**config.mk**
```make
export PLATFORM = sky130hd
export DESIGN_NAME = iter_divider
export DESIGN_NICKNAME = d
export VERILOG_FILES = /design/src/rtl/divu_pkg.sv /design/src/rtl/div_prep.sv /design/src/rtl/div_step.sv /design/src/rtl/div_post.sv /design/src/rtl/iter_divider.sv
export SDC_FILE = /design/constraint.sdc
export NUM_CORES = 1
export LEC_CHECK = 0
export BUFFER_PORTS_ARGS = -buffer_cell sky130_fd_sc_hd__buf_2
export CAP_MARGIN = 20
export CORE_MARGIN = 2
export CORE_UTILIZATION = 50
export DETAILED_ROUTE_END_ITERATION = 8
export GPL_ROUTABILITY_DRIVEN = 0
export GPL_TIMING_DRIVEN = 1
export PLACE_DENSITY = 0.79
export SYNTH_ARGS = -nofsm -noshare
export SYNTH_HDL_FRONTEND = slang
export SYNTH_SLANG_ARGS = --single-unit
```
**constraint.sdc**
```tcl
create_clock -name clk -period 5.5 [get_ports clk]
set_input_delay 1.1 -clock clk [delete_from_list [all_inputs] [get_ports clk]]
set_output_delay 1.1 -clock clk [all_outputs]
set_load 0.01 [all_outputs]
```
**src/rtl/divu_pkg.sv**
```systemverilog
package divu_pkg;
    parameter int WORD  = 16;
    localparam int DWORD = 2 * WORD;
    localparam int CNT_W = $clog2(WORD);

    typedef enum logic [1:0] {
        MODE_U32 = 2'b00,
        MODE_S32 = 2'b01,
        MODE_U16 = 2'b10,
        MODE_S16 = 2'b11
    } div_mode_e;

    typedef logic [WORD-1:0] word_t;

    // Working state of one division: partial remainder, shifting dividend /
    // quotient word, divisor magnitude, and the sign and error flags.
    typedef struct packed {
        word_t part;
        word_t low;
        word_t dvs;
        logic  neg_q;
        logic  neg_r;
        logic  sgn;
        logic  pre_err;
    } div_op_t;

    function automatic word_t neg_if(word_t v, logic n);
        return n ? (word_t'(0) - v) : v;
    endfunction
endpackage

```
**src/rtl/div_prep.sv**
```systemverilog
module div_prep
    import divu_pkg::*;
(
    input  logic [1:0]  mode,
    input  word_t       hi,
    input  word_t       lo,
    input  word_t       den,
    output div_op_t     op
);
    logic              is_sig;
    logic              is_short;
    logic [DWORD-1:0]  num;
    logic [DWORD-1:0]  num_mag;
    logic              num_neg;
    logic              den_neg;
    word_t             den_mag;

    always_comb begin
        is_sig   = mode[0];
        is_short = mode[1];
        if (is_short)
            num = {{WORD{is_sig & lo[WORD-1]}}, lo};
        else
            num = {hi, lo};
        num_neg = is_sig & num[DWORD-1];
        num_mag = num_neg ? (DWORD'(0) - num) : num;
        den_neg = is_sig & den[WORD-1];
        den_mag = neg_if(den, den_neg);

        op.part    = num_mag[DWORD-1:WORD];
        op.low     = num_mag[WORD-1:0];
        op.dvs     = den_mag;
        op.neg_q   = num_neg ^ den_neg;
        op.neg_r   = num_neg;
        op.sgn     = is_sig;
        // upper half not below divisor: quotient needs more than WORD bits
        op.pre_err = (den_mag == '0) || (num_mag[DWORD-1:WORD] >= den_mag);
    end
endmodule

```
**src/rtl/div_step.sv**
```systemverilog
module div_step
    import divu_pkg::*;
(
    input  word_t part,
    input  word_t low,
    input  word_t dvs,
    output word_t part_n,
    output word_t low_n
);
    logic [WORD:0] trial;
    logic [WORD:0] diff;

    always_comb begin
        trial = {part, low[WORD-1]};
        diff  = trial - {1'b0, dvs};
        if (trial >= {1'b0, dvs}) begin
            part_n = diff[WORD-1:0];
            low_n  = {low[WORD-2:0], 1'b1};
        end else begin
            part_n = trial[WORD-1:0];
            low_n  = {low[WORD-2:0], 1'b0};
        end
    end
endmodule

```
**src/rtl/div_post.sv**
```systemverilog
module div_post
    import divu_pkg::*;
(
    input  word_t q_mag,
    input  word_t r_mag,
    input  logic  neg_q,
    input  logic  neg_r,
    input  logic  sgn,
    input  logic  pre_err,
    output word_t quot,
    output word_t rem,
    output logic  err
);
    localparam word_t HALF = word_t'(1) << (WORD - 1);
    logic over_s;

    always_comb begin
        over_s = sgn & (neg_q ? (q_mag > HALF) : q_mag[WORD-1]);
        err    = pre_err | over_s;
        quot   = err ? '0 : neg_if(q_mag, neg_q);
        rem    = err ? '0 : neg_if(r_mag, neg_r);
    end
endmodule

```
**src/rtl/iter_divider.sv**
```systemverilog
module iter_divider
    import divu_pkg::*;
(
    input  logic        clk,
    input  logic        rst,
    input  logic        start,
    input  logic [1:0]  mode,
    input  logic [15:0] dvd_hi,
    input  logic [15:0] dvd_lo,
    input  logic [15:0] divisor,
    output logic        busy,
    output logic        done,
    output logic [15:0] quotient,
    output logic [15:0] remainder,
    output logic        error
);
    localparam logic [CNT_W-1:0] LAST = CNT_W'(WORD - 1);

    div_op_t          prep_op;
    div_op_t          op_r;
    logic [CNT_W-1:0] cnt_r;
    logic             busy_r;
    logic             done_r;
    word_t            quot_r;
    word_t            rem_r;
    logic             err_r;
    word_t            step_part;
    word_t            step_low;
    word_t            post_q;
    word_t            post_r;
    logic             post_err;
    logic             accept;

    assign accept = start & ~busy_r;

    div_prep u_prep (
        .mode (mode),
        .hi   (dvd_hi),
        .lo   (dvd_lo),
        .den  (divisor),
        .op   (prep_op)
    );

    div_step u_step (
        .part   (op_r.part),
        .low    (op_r.low),
        .dvs    (op_r.dvs),
        .part_n (step_part),
        .low_n  (step_low)
    );

    div_post u_post (
        .q_mag   (step_low),
        .r_mag   (step_part),
        .neg_q   (op_r.neg_q),
        .neg_r   (op_r.neg_r),
        .sgn     (op_r.sgn),
        .pre_err (op_r.pre_err),
        .quot    (post_q),
        .rem     (post_r),
        .err     (post_err)
    );

    always_ff @(posedge clk) begin
        if (rst) begin
            op_r   <= '0;
            cnt_r  <= '0;
            busy_r <= 1'b0;
            done_r <= 1'b0;
            quot_r <= '0;
            rem_r  <= '0;
            err_r  <= 1'b0;
        end else begin
            done_r <= 1'b0;
            if (accept) begin
                op_r   <= prep_op;
                cnt_r  <= '0;
                busy_r <= 1'b1;
            end else if (busy_r) begin
                op_r.part <= step_part;
                op_r.low  <= step_low;
                cnt_r     <= cnt_r + 1'b1;
                if (cnt_r == LAST) begin
                    busy_r <= 1'b0;
                    done_r <= 1'b1;
                    quot_r <= post_q;
                    rem_r  <= post_r;
                    err_r  <= post_err;
                end
            end
        end
    end

    assign busy      = busy_r;
    assign done      = done_r;
    assign quotient  = quot_r;
    assign remainder = rem_r;
    assign error     = err_r;

    // independent run-length counter for the latency check
    logic [CNT_W:0] run_len;
    always_ff @(posedge clk) begin
        if (rst)          run_len <= '0;
        else if (accept)  run_len <= '0;
        else if (busy_r)  run_len <= run_len + 1'b1;
    end

    AST_FIXED_LATENCY: assert property (@(posedge clk) disable iff (rst)
        done_r |-> (run_len == (CNT_W+1)'(WORD)));
    AST_DONE_PULSE: assert property (@(posedge clk) disable iff (rst)
        done_r |=> !done_r);
    AST_BUSY_DONE_EXCL: assert property (@(posedge clk) disable iff (rst)
        !(busy_r && done_r));
    AST_START_IGNORED: assert property (@(posedge clk) disable iff (rst)
        (busy_r && start) |=> ($stable(op_r.dvs) && $stable(op_r.sgn) && $stable(op_r.neg_r)));
    AST_REM_BOUND: assert property (@(posedge clk) disable iff (rst)
        (done_r && !err_r) |-> (neg_if(rem_r, op_r.neg_r) < op_r.dvs));
    AST_REM_SIGN: assert property (@(posedge clk) disable iff (rst)
        (done_r && !err_r && op_r.sgn && rem_r != '0) |-> (rem_r[WORD-1] == op_r.neg_r));
    AST_ZERO_DIVISOR: assert property (@(posedge clk) disable iff (rst)
        (done_r && op_r.dvs == '0) |-> (err_r && quot_r == '0 && rem_r == '0));
    AST_RESULT_HOLD: assert property (@(posedge clk) disable iff (rst)
        !done_r |-> ($stable(quot_r) && $stable(rem_r) && $stable(err_r)));
endmodule

```
Yosys cells after proc, flatten, opt, wreduce, memory -nomap -nowiden
Index checks and enable logic that the tools add are counted.

word-level totals
  register bits after elaboration = 91

cells by class
  reductions and logical operators = 6
  mux-type cells = 16
  bitwise operators = 9
  equality and inequality tests = 1
  add/subtract/negate cells = 6
  order comparisons = 3

operators with widths
  kind                                                                 count
  32-bit two-way mux                                                   4
  16-bit two-way mux                                                   6
  1-bit by 16-bit subtractor with 16-bit output, first input constant  3
  1-bit by 32-bit subtractor with 32-bit output, first input constant  1
  17-bit by 16-bit greater-or-equal comparator with 1-bit output       1
  16-bit greater-or-equal comparator                                   1
  16-bit > comparator, second input constant                           1
  16-bit logical NOT                                                   1
  16-bit subtractor                                                    1
  1-bit two-way mux                                                    6
  1-bit bitwise AND                                                    5
  4-bit by 1-bit adder with 4-bit output, second input constant        1
  4-bit == test, second input constant                                 1
  3-bit AND reduction                                                  1
  3-bit OR reduction                                                   1
  1-bit NOT                                                            2
  2-bit nonzero test                                                   1
  2-bit OR reduction                                                   1
  1-bit logical OR                                                     1
  1-bit bitwise OR                                                     1
  1-bit XOR                                                            1

Longest topological paths before layout
Gate-level depths: netlist of the first run.

  depth in word-level cells = 7
  mapped depth = 20
  gate-level depth less buffers = 17

Modules after synthesis
From an unflattened synthesis of the first run, not the netlist that was laid out.

unflattened totals
  cells, all modules = 1008
  area total of the unflattened synthesis = 7598.5 um2

modules (own cells, without submodules)
  module        area each (um2)  instances  cells each
  iter_divider  3722.3           1          433
  div_prep      1806.7           1          276
  div_step      1277.5           1          171
  div_post      792.0            1          128

Worst setup path after synthesis of the first run
No wires, ideal clock.

  path kind = in2reg
  start point = input dvd_lo[7]
  end point = register op_r[0] (netlist bit)
  data arrival time = 4468 ps
  library setup time = 116 ps
  stages on the path = 15
  slack = 915 ps
  cells stage by stage = or4_4 or4_1 or4_4 nand2_1 xor2_1 ha_1 nand2b_1 a21o_1 a21o_1 a211o_1 a21oi_1 o21ai_0 a21oi_1 o21ai_0 a31o_2

between the ends
  word-level cells in the longest chain between the ends = 5

RTL lines
  element                                        RTL line            RTL
  start, declared                                iter_divider.sv:9   input logic [15:0] dvd_lo,
  32-bit two-way mux                             div_prep.sv:21      if (is_short)
  1-bit by 32-bit subtractor with 32-bit output  div_prep.sv:26      num_mag = num_neg ? (DWORD'(0) - num) : num;
  32-bit two-way mux                             div_prep.sv:26
  16-bit greater-or-equal comparator             div_prep.sv:37      op.pre_err = (den_mag == '0) || (num_mag[DWORD-1:WORD] >= den_mag);
  1-bit logical OR                               div_prep.sv:37
  end signal, assigned                           iter_divider.sv:76  op_r <= prep_op;
  end, declared                                  iter_divider.sv:20  div_op_t op_r;

Every way passes these cells.
A chain may end at the register's enable or synchronous reset.

Final worst setup path of the first run
Same ends and word-level chain as after synthesis.

==> reports/metrics.yaml, run 1 <==
ant_nets: 0
track_usage_pct: 25.1
nNetsFinal: 1048
reg2reg_slack_ns: 1.05
ys_ff_latch: 91
crit_fanout: 5
synth_area_um2: 6950
maxCapViolations: 0
cts_made_buffers: 9
cp-end-kind: "flip-flop"
async_flop_share_pct: 0
cts-resized-gates: 0
rows: 43
finalCritPeriodShare_pct: 84.1
grt_max_degree: 67
io_buffer_count: 87
worstPathCellList: "buf_2 -> or4_4 -> or4_1 -> or4_4 -> nand2_1 -> xor2_1 -> ha_1 -> nand2b_1 -> a21o_1 -> a21o_1 -> a211o_1 -> a21oi_1 -> o21ai_0 -> a21oi_1 -> o21ai_0 -> a31o_2"
finalWorstPathRequiredPeriod_ns: 4.63
slew_headroom_pct: 46.0
synthTopCellsByCount: "nor2_1 (111), dfxtp_1 (91), a21oi_1 (72)"
slowest_stage: "or4_4"
grt_pass1_wl_mm: 30.0
grt-ovfl-total: 0
cp.required_ns: 5.74
yosys_warnings: 0
die-area_um2: 14900
viasPerCell: 6.00
die_x_um: 122
die_y_um: 122
drive_above_1_share_pct: 14.0
syn_inst: 904
startpoint_type: "input pin"
max_freq_mhz: 216
arrival_ns: 4.87
synth_area_per_cell_um2: 7.68
start_util_pct: 50.6
status: "complete, no violations"
fin_util_pct: 56.7
yosysMostFrequentCell: "nor2_1"
clock_insertion_delay_worst_skew_ns: 0.35
synthFlopType: "dfxtp_1"
power_density_nw_per_um2: 317
leakagePower_nw: 3.21
core_area_um2: 13700
worst_slew_pin_slew_ns: 0.803
syn_nets: 995
clock_skew_ns: 0.0109
hold_class: "reg2reg"
vias: 6853
dp_hpwl_mm: 14.0
wl_mm: 18.7
ys_types: 69
drt_iter0_drc: 565
htreeDepth: 3
grt_antenna_before_repair: 0
critPathMaxStageDelay_ns: 0.60
finalMaxSlewViolations: 0
clock_sinks: 91
ctsRootBufferMaster: "clkbuf_16"
synth_top_area_share_pct: 26.2
finalSetupTns_ns: 0
synth.area.top_cells: "dfxtp_1 (26%), ha_1 (6.7%), nor2_1 (6.0%)"
clk_pin_slew_ns: 0.07
cts_tree: "yes"
io_pins: 88
synth_top_area_cell: "dfxtp_1"
clockBufferDepth: 2
rsz0062_at_grt: "false"
synth_edf_count: 0
drc: 0
worstSetupPathType: "in2reg"
postCtsHoldBufs: 0
yosysSeqAreaShare_pct: 26.2
wl_per_cell_um: 16.4
peakVddDrop_v: 0.000177
setup_viol: 0
post_cts_buffers: 0
finalHoldViolCount: 0
diodes: 0
drt_first_pass_iters: 5
areaGrowthSynthToFinish_pct: 12.0
first_global_vias: 6006
==> report_power, final <==
| part | switching [W] | internal (W) | leakage, nW |
|---|---|---|---|
| Clock | 0.000273 | 0.000351 | 0.152 |
| Sequential | 0.0000524 | 0.000700 | 0.745 |
| Combinational | 0.000679 | 0.000414 | 2.31 |
==> worst paths after layout <==
kind | startpoint | to | cells after the start
worst max-delay path | dvd_lo[7] | op_r[0]$_SDFFE_PP0P_ | 16
worst min-delay path | remainder[10]$_SDFFE_PP0P_ | remainder[10]$_SDFFE_PP0P_ | 1
worst max register to register | op_r[6]$_SDFFE_PP0P_ | remainder[14]$_SDFFE_PP0P_ | 15
worst min register to register | remainder[10]$_SDFFE_PP0P_ | remainder[10]$_SDFFE_PP0P_ | 1
==> cell type report <==
class,count,area [µm²]
fill,1276,5940
multi-input combinational,715,4760
inverter,45,169
tap,180,225
sequential,91,1820
timing repair buffer,95,503
clock inverter,4,37.5
clock buffer,12,267
==> registers in the layout, summed over array words and instances, names as in the netlist <==
register and cells:
quotient 16, done 1, busy 1, remainder 16
error 1, op_r 52, cnt_r 4
==> stage by stage <==
step	area, µm²	cells	hold slack [ns]	setup WS [ns]	total power, W
after floorplan	6950	904	0.437	0.915	0.00156
after global placement	7460	1125	0.457	0.579	0.00180
after detailed placement	7460	1125	0.462	0.529	0.00182
after CTS	7770	1141	0.478	0.884	0.00244
after global routing	7780	1142	0.489	0.696	0.00260
final	7780	1142	0.473	0.872	0.00247
==> layout by cell type, fill, tap and decap left out, types with 9 or more instances in the layout <==
cell | Yosys | layout
inv_1 | 44 | 44
nand4_1 | 9 | 9
nor4_1 | 9 | 9
dfxtp_1 | 91 | 90
nor2b_1 | 12 | 12
a211oi_1 | 43 | 43
nand2_1 | 64 | 64
xor2_1 | 31 | 31
nand3_1 | 12 | 12
clkbuf_16 | 0 | 9
nor2_1 | 111 | 108
or3_1 | 12 | 12
nor3_1 | 25 | 25
nand2b_1 | 10 | 10
ha_1 | 37 | 37
o31ai_1 | 9 | 9
o21ai_0 | 42 | 42
a22o_1 | 31 | 31
a21oi_1 | 72 | 72
a31oi_1 | 11 | 11
xnor2_1 | 45 | 45
buf_2 | 4 | 87
mux2i_1 | 18 | 18
==> per-layer routing <==
layer  wire [µm]  vias to the layer above  part of all wire (%)  GRT usage, %
met4         314                        0                   1.7          7.90
met2        7790                      292                    42          36.2
li1            -                     3412                     -             -
met3        1520                       34                   8.1          3.70
met5           0                        -                     0             0
met1        9110                     3115                    49          38.2
==> worst max-delay path: cells and delay by family <==
family / cells / cell delay [ns]
compound gates: 8 / 1.37
simple gates: 5 / 1.87
xor+xnor: 1 / 0.18
fa+ha+maj: 1 / 0.25
buf+inv: 1 / 0.11
==> logic make-up after synthesis <==
kind of cell	share of synthesized area [%]
adders and majority gates	6.95
xor gates and xnor gates	9.82
and+or+nand+nor	20.1
DFF	26.2
buffers and inverters	5.39
muxes	2.92
AOI/OAI and AO/OA	28.6
Power figures use the tool's default switching activity.
==> inputs of run 2 (changes only) <==
--- a/config.mk
+++ b/config.mk
@@ -5,6 +5,7 @@
 export SDC_FILE = /design/constraint.sdc
 export NUM_CORES = 1
 export LEC_CHECK = 0
+export ABC_AREA = 1
 export BUFFER_PORTS_ARGS = -buffer_cell sky130_fd_sc_hd__buf_2
 export CAP_MARGIN = 20
 export CORE_MARGIN = 2
==> constraint.sdc (replaced) <==
create_clock -name clk -period 4.36 [get_ports clk]
set_input_delay 0.872 -clock clk [delete_from_list [all_inputs] [get_ports clk]]
set_output_delay 0.872 -clock clk [all_outputs]
set_load 0.01 [all_outputs]
==> run 2 against run 1 <==
Largest cell class unchanged. Hold slack lost 0.026 ns. Worst setup slack got worse by 0.37 ns. Flip-flop and latch count unchanged. Critical endpoint is now remainder[9]$_SDFFE_PP0P_. Die area grew 2.3%. Synthesized area up 2.4%. First-iteration DRC count grew 20%.
==> reports/metrics.yaml, run 2 <==
status: "complete, no violations"  # unchanged
setup_viol: 0  # unchanged
power_density_nw_per_um2: 527  # was 317 nW/µm²
wl_mm: 19.4  # was 18.7 mm
finalWorstPathRequiredPeriod_ns: 3.85
io_pins: 88  # unchanged
drive_above_1_share_pct: 13.9  # was 14.0%
finalSetupTns_ns: 0  # unchanged
cp-end-kind: "flip-flop"  # unchanged
ctsRootBufferMaster: "clkbuf_16"  # unchanged
clock_sinks: 91  # unchanged
async_flop_share_pct: 0  # unchanged
drt_first_pass_iters: 5  # unchanged
diodes: 0  # unchanged
min_path_cells: 2  # was 1
synth.area.top_cells: "dfxtp_1 (26%), nand2_1 (16%), inv_1 (8.9%)"  # was dfxtp_1 (26%), ha_1 (6.7%), nor2_1 (6.0%)
core_area_um2: 13900  # was 13700 µm²
grt_antenna_before_repair: 0  # unchanged
grt_max_degree: 28  # was 67
ys_types: 51  # was 69
finalMaxSlewViolations: 0  # unchanged
viasPerCell: 5.33  # was 6.00
final_common_cell: "nand2_1"  # was nor2_1
rows: 43  # unchanged
synthFlopType: "dfxtp_1"  # unchanged
first_global_vias: 6635  # was 6006
yosysMostFrequentCell: "nand2_1"  # was nor2_1
ant_nets: 0  # unchanged
cts_made_buffers: 9  # unchanged
cts-resized-gates: 0  # unchanged
cp.required_ns: 4.64  # was 5.74 ns
track_usage_pct: 26.1  # was 25.1%
syn_nets: 1221  # was 995
syn_inst: 1130  # was 904
cts_tree: "yes"  # unchanged
drt_iter0_drc: 678  # was 565
vias: 7386  # was 6853
grt-ovfl-total: 0  # unchanged
nNetsFinal: 1292  # was 1048
rsz0062_at_grt: "false"  # unchanged
max_freq_mhz: 260
io_buffer_count: 87  # unchanged
crit_fanout: 11  # was 5
final_cell_mix: "nand2_1 (305), inv_1 (169), nand3_1 (91), dfxtp_1 (91), buf_2 (87)"  # was nor2_1 (108), dfxtp_1 (90), buf_2 (87)
finalHoldViolCount: 0  # unchanged
grt_pass1_wl_mm: 31.7  # was 30.0 mm
startpoint_type: "flip-flop"  # was input pin
ys_ff_latch: 91  # unchanged
clock_skew_ns: 0.00638  # was 0.0109 ns
worst_slew_pin_slew_ns: 0.951  # was 0.803 ns
leakagePower_nw: 4.07  # was 3.21 nW
synth_area_um2: 7110  # was 6950 µm²
die_y_um: 123  # was 122 µm
finalCritPeriodShare_pct: 88.4
post_cts_buffers: 0  # unchanged
postCtsHoldBufs: 0  # unchanged
synth_area_per_cell_um2: 6.29  # was 7.68 µm²
peakVddDrop_v: 0.000288  # was 0.000177 V
clockBufferDepth: 2  # unchanged
synth_top_area_cell: "dfxtp_1"  # unchanged
max_flop_register: "op_r"  # unchanged
dp_hpwl_mm: 15.4  # was 14.0 mm
clk_pin_slew_ns: 0.07  # about the same
die_x_um: 123  # was 122 µm
fill_cells: 1386  # was 1276
r2r_cells: 25  # was 15
maxCapViolations: 0  # unchanged
worstSetupPathType: "reg2reg"  # was in2reg
drc: 0  # unchanged
largest_register_ffs: 52  # unchanged
synthTopCellsByCount: "nand2_1 (305), inv_1 (169), dfxtp_1 (91), nand3_1 (91), nor2_1 (84)"  # was nor2_1 (111), dfxtp_1 (91), a21oi_1 (72)
htreeDepth: 3  # unchanged
start_util_pct: 51.2  # was 50.6%
areaGrowthSynthToFinish_pct: 12.0  # about the same
yosys_warnings: 0  # unchanged
yosysSeqAreaShare_pct: 25.6  # was 26.2%
slew_headroom_pct: 36.4  # was 46.0%
die-area_um2: 15200  # was 14900 µm²
synth_edf_count: 0  # unchanged
clock_insertion_delay_worst_skew_ns: 0.34  # was 0.35 ns
hold_class: "reg2reg"  # unchanged
arrival_ns: 4.13  # was 4.87 ns
wl_per_cell_um: 14.0  # was 16.4 µm
synth_top_area_share_pct: 25.6  # was 26.2%
dp.cells: 1370  # was 1125
layout.cells.non_filler: 1386  # was 1142
fin_util_pct: 57.4  # was 56.7%
==> run 2: layer usage <==
layer	track usage (%)	routed length, µm
met1	37.1	9010
met2	40.6	8480
met3	4.47	1500
met4	7.39	430
met5	0	0
==> run 2: cell type report <==
| class | count | area [µm²] | share of cell area, % |
|---|---|---|---|
| flip-flops and latches | 91 | 1820 | 22.9 |
| repair buffers | 95 | 503 | 6.31 |
| well taps | 180 | 225 | 2.83 |
| multi-input cells | 827 | 4460 | 55.9 |
| clock buffers | 11 | 233 | 2.92 |
| inverters | 177 | 669 | 8.40 |
| clock inverters | 5 | 62.6 | 0.785 |
==> run 2: power by group <==
| group | switching (W) | internal (W) |
|---|---|---|
| clock network | 0.000333 | 0.000449 |
| logic | 0.00166 | 0.000780 |
| registers | 0.0000780 | 0.000896 |
==> run 2: worst paths after layout <==
kind	from	endpoint	slack, ns
setup / recovery	op_r[39]$_SDFFE_PP0P_	remainder[9]$_SDFFE_PP0P_	0.51
hold / removal	remainder[13]$_SDFFE_PP0P_	remainder[13]$_SDFFE_PP0P_	0.45
setup reg to reg	op_r[39]$_SDFFE_PP0P_	remainder[9]$_SDFFE_PP0P_	0.51
hold reg to reg	remainder[13]$_SDFFE_PP0P_	remainder[13]$_SDFFE_PP0P_	0.45
==> run 2: kinds of logic (layout without fill, tap and decap cells) <==
group,Yosys count,after routing,share of synthesized area [%]
AO/OA/AOI/OAI,176,176,14.5
adder cells (fa/ha/maj),38,38,6.79
buffers and inverters,212,288,11.8
flip-flops,91,91,25.6
AND/OR/NAND/NOR,571,571,36.2
XOR/XNOR,42,42,5.17
==> run 2: worst max-delay path: stages (launching register included) <==
cell	delay, ns
dfxtp_1	0.45
ha_1	0.33
nand2_1	0.14
inv_1	0.05
nand2_1	0.08
nand2_1	0.06
nand2_1	0.07
nand3_2	0.10
nand2_4	0.15
nand2_4	0.08
inv_6	0.10
ha_1	0.15
inv_1	0.05
nor3_1	0.18
nor3b_2	0.27
nand2_1	0.13
nor2_1	0.14
nand4_1	0.11
nand3_1	0.10
nand2_1	0.05
nor2_1	0.13
nand2_1	0.11
inv_1	0.34
buf_4	0.25
nand2_1	0.07
o21ai_1	0.11
==> run 2: through the flow <==
stage,hold WS (ns),cell area (µm²),setup WS (ns),power [W]
global placement,0.433,7660,0.524,0.00333
floorplan,0.429,7110,1.04,0.00286
CTS,0.452,7970,0.596,0.00415
detailed placement,0.437,7670,0.486,0.00337
finish,0.447,7970,0.507,0.00420
global route,0.463,7970,0.0639,0.00454
